==> config.mk <==
export PLATFORM = sky130hd
export DESIGN_NAME = adc_conv_seq
export DESIGN_NICKNAME = d
export VERILOG_FILES = /design/src/rtl/adc_seq_pkg.sv /design/src/rtl/adc_phase_timer.sv /design/src/rtl/adc_sar_engine.sv /design/src/rtl/adc_status_flags.sv /design/src/rtl/adc_conv_seq.sv
export SDC_FILE = /design/constraint.sdc
export NUM_CORES = 1
export LEC_CHECK = 0
export BUFFER_PORTS_ARGS = -buffer_cell sky130_fd_sc_hd__buf_2
export CAP_MARGIN = 20
export CORE_UTILIZATION = 50
export DETAILED_ROUTE_END_ITERATION = 12
export HOLD_SLACK_MARGIN = 0.15
export PLACE_DENSITY = 0.8
export SETUP_SLACK_MARGIN = 0.4
export SYNTH_ARGS = -nofsm -noshare
export SYNTH_HDL_FRONTEND = slang
export SYNTH_SLANG_ARGS = --single-unit
==> constraint.sdc <==
create_clock -name clk -period 3.1 [get_ports clk]
set_input_delay 0.465 -clock clk [delete_from_list [all_inputs] [get_ports clk]]
set_output_delay 0.465 -clock clk [all_outputs]
set_load 0.01 [all_outputs]
==> src/rtl/adc_seq_pkg.sv <==
package adc_seq_pkg;
  localparam int MAX_BITS = 12;
  localparam int CNT_W    = 9;

  typedef enum logic [1:0] {PH_IDLE, PH_SMP, PH_CONV, PH_WLAT} phase_t;

  function automatic logic [CNT_W-1:0] smp_halves(input logic [2:0] sel);
    logic [CNT_W-1:0] r;
    case (sel)
      3'd0: r = 9'd3;
      3'd1: r = 9'd7;
      3'd2: r = 9'd15;
      3'd3: r = 9'd25;
      3'd4: r = 9'd39;
      3'd5: r = 9'd79;
      3'd6: r = 9'd159;
      default: r = 9'd321;
    endcase
    return r;
  endfunction

  function automatic logic [3:0] res_bits(input logic [1:0] sel);
    logic [3:0] r;
    case (sel)
      2'd0: r = 4'd12;
      2'd1: r = 4'd10;
      2'd2: r = 4'd8;
      default: r = 4'd6;
    endcase
    return r;
  endfunction

  function automatic logic [CNT_W-1:0] sar_halves(input logic [1:0] sel);
    return CNT_W'({res_bits(sel), 1'b1});
  endfunction
endpackage

==> src/rtl/adc_phase_timer.sv <==
module adc_phase_timer
  import adc_seq_pkg::*;
#(
  parameter int NUM_CH = 16,
  parameter int CH_W   = 4
) (
  input  logic            clk,
  input  logic            rst_n,
  input  logic            start_i,
  input  logic            cont_i,
  input  logic [2:0]      smp_sel_i,
  input  logic [1:0]      res_sel_i,
  output logic            busy_o,
  output logic            sample_o,
  output logic            hold_o,
  output logic            conv_o,
  output logic            strobe_o,
  output logic [3:0]      bit_idx_o,
  output logic            wr_o,
  output logic [CH_W-1:0] chan_o
);
  phase_t           st;
  logic [CNT_W-1:0] cnt, smp_len_q, sar_len_q;
  logic [3:0]       bits_q;
  logic             sar_end;

  always_comb begin
    busy_o    = (st != PH_IDLE);
    sample_o  = (st == PH_SMP);
    conv_o    = (st == PH_CONV);
    hold_o    = sample_o && (cnt == smp_len_q - CNT_W'(1));
    sar_end   = conv_o && (cnt == sar_len_q - CNT_W'(1));
    wr_o      = (st == PH_WLAT) && (cnt == CNT_W'(1));
    strobe_o  = conv_o && !cnt[0] && (cnt < CNT_W'({bits_q, 1'b0}));
    bit_idx_o = bits_q - 4'd1 - cnt[4:1];
  end

  always_ff @(posedge clk or negedge rst_n) begin
    if (!rst_n) begin
      st        <= PH_IDLE;
      cnt       <= '0;
      smp_len_q <= '0;
      sar_len_q <= '0;
      bits_q    <= '0;
      chan_o    <= '0;
    end else begin
      case (st)
        PH_IDLE: if (start_i) begin
          st        <= PH_SMP;
          cnt       <= '0;
          smp_len_q <= smp_halves(smp_sel_i);
          sar_len_q <= sar_halves(res_sel_i);
          bits_q    <= res_bits(res_sel_i);
        end
        PH_SMP: if (hold_o) begin
          st  <= PH_CONV;
          cnt <= '0;
        end else cnt <= cnt + CNT_W'(1);
        PH_CONV: if (sar_end) begin
          st  <= PH_WLAT;
          cnt <= '0;
        end else cnt <= cnt + CNT_W'(1);
        default: if (wr_o) begin
          chan_o <= (chan_o == CH_W'(NUM_CH - 1)) ? '0 : chan_o + CH_W'(1);
          cnt    <= '0;
          if (cont_i) begin
            st        <= PH_SMP;
            smp_len_q <= smp_halves(smp_sel_i);
            sar_len_q <= sar_halves(res_sel_i);
            bits_q    <= res_bits(res_sel_i);
          end else st <= PH_IDLE;
        end else cnt <= cnt + CNT_W'(1);
      endcase
    end
  end


  smp_bound_chk: assert property (@(posedge clk) disable iff (!rst_n)
    sample_o |-> (cnt < smp_len_q));


  smp_advance_chk: assert property (@(posedge clk) disable iff (!rst_n)
    (sample_o && $past(st) == PH_SMP) |-> (cnt == $past(cnt) + CNT_W'(1)));


  conv_entry_chk: assert property (@(posedge clk) disable iff (!rst_n)
    (conv_o && $past(st) != PH_CONV) |-> ($past(st) == PH_SMP));


  wr_latency_chk: assert property (@(posedge clk) disable iff (!rst_n)
    wr_o |-> ($past(st, 2) == PH_CONV));
endmodule

==> src/rtl/adc_sar_engine.sv <==
module adc_sar_engine
  import adc_seq_pkg::*;
(
  input  logic                clk,
  input  logic                rst_n,
  input  logic                clr_i,
  input  logic                conv_i,
  input  logic                strobe_i,
  input  logic [3:0]          bit_idx_i,
  input  logic                cmp_i,
  input  logic                wr_i,
  output logic [MAX_BITS-1:0] dac_o,
  output logic [MAX_BITS-1:0] data_o
);
  logic [MAX_BITS-1:0] acc, sel_bit;

  for (genvar b = 0; b < MAX_BITS; b++) begin : g_bit
    assign sel_bit[b] = (bit_idx_i == 4'(b));
    always_ff @(posedge clk or negedge rst_n) begin
      if (!rst_n)                              acc[b] <= 1'b0;
      else if (clr_i)                          acc[b] <= 1'b0;
      else if (strobe_i && sel_bit[b] && cmp_i) acc[b] <= 1'b1;
    end
  end

  assign dac_o = conv_i ? (acc | sel_bit) : '0;

  always_ff @(posedge clk or negedge rst_n) begin
    if (!rst_n)    data_o <= '0;
    else if (wr_i) data_o <= acc;
  end


  data_hold_chk: assert property (@(posedge clk) disable iff (!rst_n)
    !$past(wr_i) |-> $stable(data_o));


  bit_keep_chk: assert property (@(posedge clk) disable iff (!rst_n)
    ($past(strobe_i) && $past(cmp_i)) |-> ((acc & $past(sel_bit)) != '0));
endmodule

==> src/rtl/adc_status_flags.sv <==
module adc_status_flags #(
  parameter int N = 2
) (
  input  logic         clk,
  input  logic         rst_n,
  input  logic [N-1:0] set_i,
  input  logic [N-1:0] clr_i,
  output logic [N-1:0] flag_o
);
  for (genvar i = 0; i < N; i++) begin : g_flag
    always_ff @(posedge clk or negedge rst_n) begin
      if (!rst_n)        flag_o[i] <= 1'b0;
      else if (set_i[i]) flag_o[i] <= 1'b1;
      else if (clr_i[i]) flag_o[i] <= 1'b0;
    end


    set_wins_chk: assert property (@(posedge clk) disable iff (!rst_n)
      set_i[i] |=> flag_o[i]);


    clear_only_chk: assert property (@(posedge clk) disable iff (!rst_n)
      (clr_i[i] && !set_i[i]) |=> !flag_o[i]);
  end
endmodule

==> src/rtl/adc_conv_seq.sv <==
module adc_conv_seq
  import adc_seq_pkg::*;
#(
  parameter int NUM_CH = 16,
  localparam int CH_W  = (NUM_CH > 1) ? $clog2(NUM_CH) : 1
) (
  input  logic                clk,
  input  logic                rst_n,
  input  logic                start_i,
  input  logic                cont_i,
  input  logic [2:0]          smp_sel_i,
  input  logic [1:0]          res_sel_i,
  input  logic                cmp_i,
  input  logic                eosmp_clr_i,
  input  logic                eoc_clr_i,
  output logic                busy_o,
  output logic                sample_o,
  output logic                bit_stb_o,
  output logic [MAX_BITS-1:0] dac_o,
  output logic [MAX_BITS-1:0] data_o,
  output logic                eosmp_o,
  output logic                eoc_o,
  output logic [CH_W-1:0]     chan_o
);
  logic       hold, conv, wr;
  logic [3:0] bit_idx;
  logic [1:0] flags;

  adc_phase_timer #(.NUM_CH(NUM_CH), .CH_W(CH_W)) timer_i (
    .clk, .rst_n, .start_i, .cont_i, .smp_sel_i, .res_sel_i,
    .busy_o, .sample_o, .hold_o(hold), .conv_o(conv),
    .strobe_o(bit_stb_o), .bit_idx_o(bit_idx), .wr_o(wr), .chan_o
  );

  adc_sar_engine sar_i (
    .clk, .rst_n, .clr_i(hold), .conv_i(conv), .strobe_i(bit_stb_o),
    .bit_idx_i(bit_idx), .cmp_i, .wr_i(wr), .dac_o, .data_o
  );

  adc_status_flags #(.N(2)) flags_i (
    .clk, .rst_n, .set_i({wr, hold}), .clr_i({eoc_clr_i, eosmp_clr_i}),
    .flag_o(flags)
  );

  assign eosmp_o = flags[0];
  assign eoc_o   = flags[1];


  strobe_not_sampling_chk: assert property (@(posedge clk) disable iff (!rst_n)
    bit_stb_o |-> !sample_o);


  eoc_with_data_chk: assert property (@(posedge clk) disable iff (!rst_n)
    ($rose(eoc_o) && busy_o && !sample_o) |-> 1'b0);
endmodule

==> metrics.cfg <==
[finish]
final_area_sq_um=3620
multi_input_area_sq_um=1770
syn_to_final_growth_pct=13.9
drive_gt1_share_pct=25.3
fillers=513
register_area_sq_um=1330
mostFrequentLayoutCell=dfrtp_1
final_cells=450
final_cell_mix=dfrtp_1 (52), buf_2 (44), nor2_1 (41), nand2_1 (25), o21a_1 (24)
fin_nets=403
antennaDiodeCount=0
utilization_pct=60.2

[critical_path]
reg2reg_setup_slack_ns=0.51
critical_path_class=flop to flop
ff2ff_path_depth=9
timing.rr.end=timer_i.st[1]
cp_max_fo=3
cp-start-kind=flop
critPathLaunch=timer_i.sar_len_q[2]
cp_slowest_stage_delay_ns=0.44
cpMaxStageDelayCell=dfrtp_1
crit_chain=buf_4, nor3_1, ha_1, xor2_1, nand3_1, o41ai_2, o211ai_2, nor3_4, mux2_1
critPathCapture=timer_i.st[1]
r2r_start=timer_i.sar_len_q[2]
required_ns=3.31
crit_arrival_ns=2.80
end_kind=flop

[synthesis]
async_flop_share_pct=100
syn_area_sq_um=3180
synth_cells=332
ys_seq_elements=53
synth_edf_count=0
syn_nets=361
synthesis.area_per_instance_sq_um=9.58
yosysSeqAreaShare_pct=41.7
synth_top_area_share_pct=41.7
ys.flop_type=dfrtp_1
netlist_top_cells_area=dfrtp_1 (42%), ha_1 (6.3%), o21a_1 (5.7%)
ys_types=51
yosysTopAreaCell=dfrtp_1
ys_warn_count=0

[pwr]
p_sw_share_pct=44.7
power_frac_seq_pct=35.0
pwr-share-clk_pct=12.5
total_power_mw=3.33
power_switching_mw=1.49
p_int_mw=1.84
vdd_drop_max_mv=0.718
cellPowerDensity_nw_per_um2=920
pwr-share-comb_pct=52.5
p_leak_nw=1.74

[clock_tree]
path_clk_slew_ns=0.11
htreeDepth=2
clk_latency_ns=0.31
ctsHoldBuffers=0
cts_buffers=5
numClockSinks=53
cts_buffer_depth=2
cts_tree=built
root_buffer=clkbuf_8

[timing]
period_minus_slack_ns=2.59
setup_viol=0
fin_crit_sh_pct=83.7
layout_setup_ws_ns=0.506
rsz0062_at_grt=yes
finClkSkew_ns=0.0115
drv_slew=0
max-slew-margin-rel_pct=51.2
fmax_mhz=386
final_hold_viol_count=0
worst_pin_slew_ns=0.733
setup_tns_ns=0
hold_ws_ns=0.199

[floorplan]
top_level_ports=45
start_util_pct=52.8
core_sq_um=6030
rows=28
die_h_microns=81.8
design.die.area_sq_um=6690
die_w_microns=81.8

[run_status]
status=complete, no violations

[placement]
preCtsSetupSlack_ns=0.488
port_buffers=44
placed_area_sq_um=3470
dp.cells=440
dp_hpwl_mm=5.17
gp_congestion=0.899

[detailed_routing]
wire_per_inst_microns=15.6
vias=2615
wl_mm=7.04
drt-initial-drc-count=151
postRouteAntennaNets=0
dr.pass1.iters=4
drt-vias-per-instance=5.81
drc=0

[flow_run]
max_cap_viol_count=0

[grt]
grt_pass1_wl_mm=11.5
grt_pass1_vias=2450
grt_overflow=0
track_usage_pct=22.8
grt_max_degree=31
antenna_found_initial=0

[worst_hold_path]
hold_class=primary input to async pin

-- worst min path at each step --
stage,to,cells after the start,startpoint
floorplan,flags_i.flag_o[0],0,rst_n
global placement,sar_i.data_o[5],1,sar_i.data_o[5]
detailed placement,sar_i.data_o[5],1,sar_i.data_o[5]
CTS,timer_i.chan_o[3],1,rst_n
global route,timer_i.chan_o[2],1,rst_n
finish,timer_i.chan_o[3],1,rst_n
-- cells in the mapped netlist (4+ instances only) --
cell type,count
dfrtp_1,53
o21ai_0,13
xor2_1,14
ha_1,16
buf_2,5
nor2_1,41
o41ai_1,4
nor2b_1,4
nand3_1,12
or2_2,4
inv_1,16
clkbuf_1,11
o21a_1,24
a21oi_1,6
nor3_1,11
nand2_1,25
mux2_2,14
xnor2_1,10
-- cell families (layout without fill, tap and decap cells) --
kind of cell,after synthesis,count (layout),synth area share [%]
muxes,17,17,6.09
buffers and inverters,33,76,4.09
DFF,53,53,41.7
AOI/OAI and AO/OA,65,65,15.1
and+or+nand+nor,123,123,19.5
xor gates and xnor gates,24,24,6.61
adders and majority gates,17,17,6.92
-- critical path: cells and delay by family, from the launching register on --
family | cells | cell delay, ns
AO/OA/AOI/OAI | 2 | 0.60
AND/OR/NAND/NOR | 3 | 0.54
flip-flops | 1 | 0.44
multiplexers | 1 | 0.34
adder cells (fa/ha/maj) | 1 | 0.27
buffers and inverters | 1 | 0.16
XOR/XNOR | 1 | 0.15
-- final cells by class --
class / count / share of cell area, %
well taps: 75 / 2.59
repair buffers: 52 / 7.73
clock buffers: 5 / 1.90
flip-flops and latches: 53 / 36.6
inverters: 16 / 1.66
multi-input cells: 246 / 48.8
clock inverters: 3 / 0.725
-- flip-flops by register name (all words and copies together), names as in the netlist --
signal / flops
timer_i.chan_o: 4
timer_i.bits_q: 1
timer_i.cnt: 9
sar_i.data_o: 12
timer_i.sar_len_q: 2
sar_i.acc: 12
flags_i.flag_o: 2
timer_i.smp_len_q: 9
timer_i.st: 2
-- metal layers --
metal  global-route usage [%]  vias up  share of wire [%]
met3                     3.44       11                7.1
met2                     35.5      100                 45
li1                         -     1242                  -
met4                     7.54        0                1.6
met5                        0        -                  0
met1                     32.4     1262                 47
-- power by group through the flow --
stage          clock, mW  combinational (mW)  sequential (mW)
2_1_floorplan          0                1.20             1.13
3_3_place_gp           0                1.58             1.17
3_5_place_dp           0                1.63             1.18
4_1_cts            0.423                1.70             1.15
5_1_grt            0.452                1.94             1.20
6_report           0.418                1.75             1.17
-- repair_timing --
action / in CTS / in global routing
pin swaps: 0 / 2
setup buffers: 2 / 0
setup endpoints to repair: 12 / 33
resized for setup: 3 / 9
Note: power is estimated with default switching activity, not from simulation.
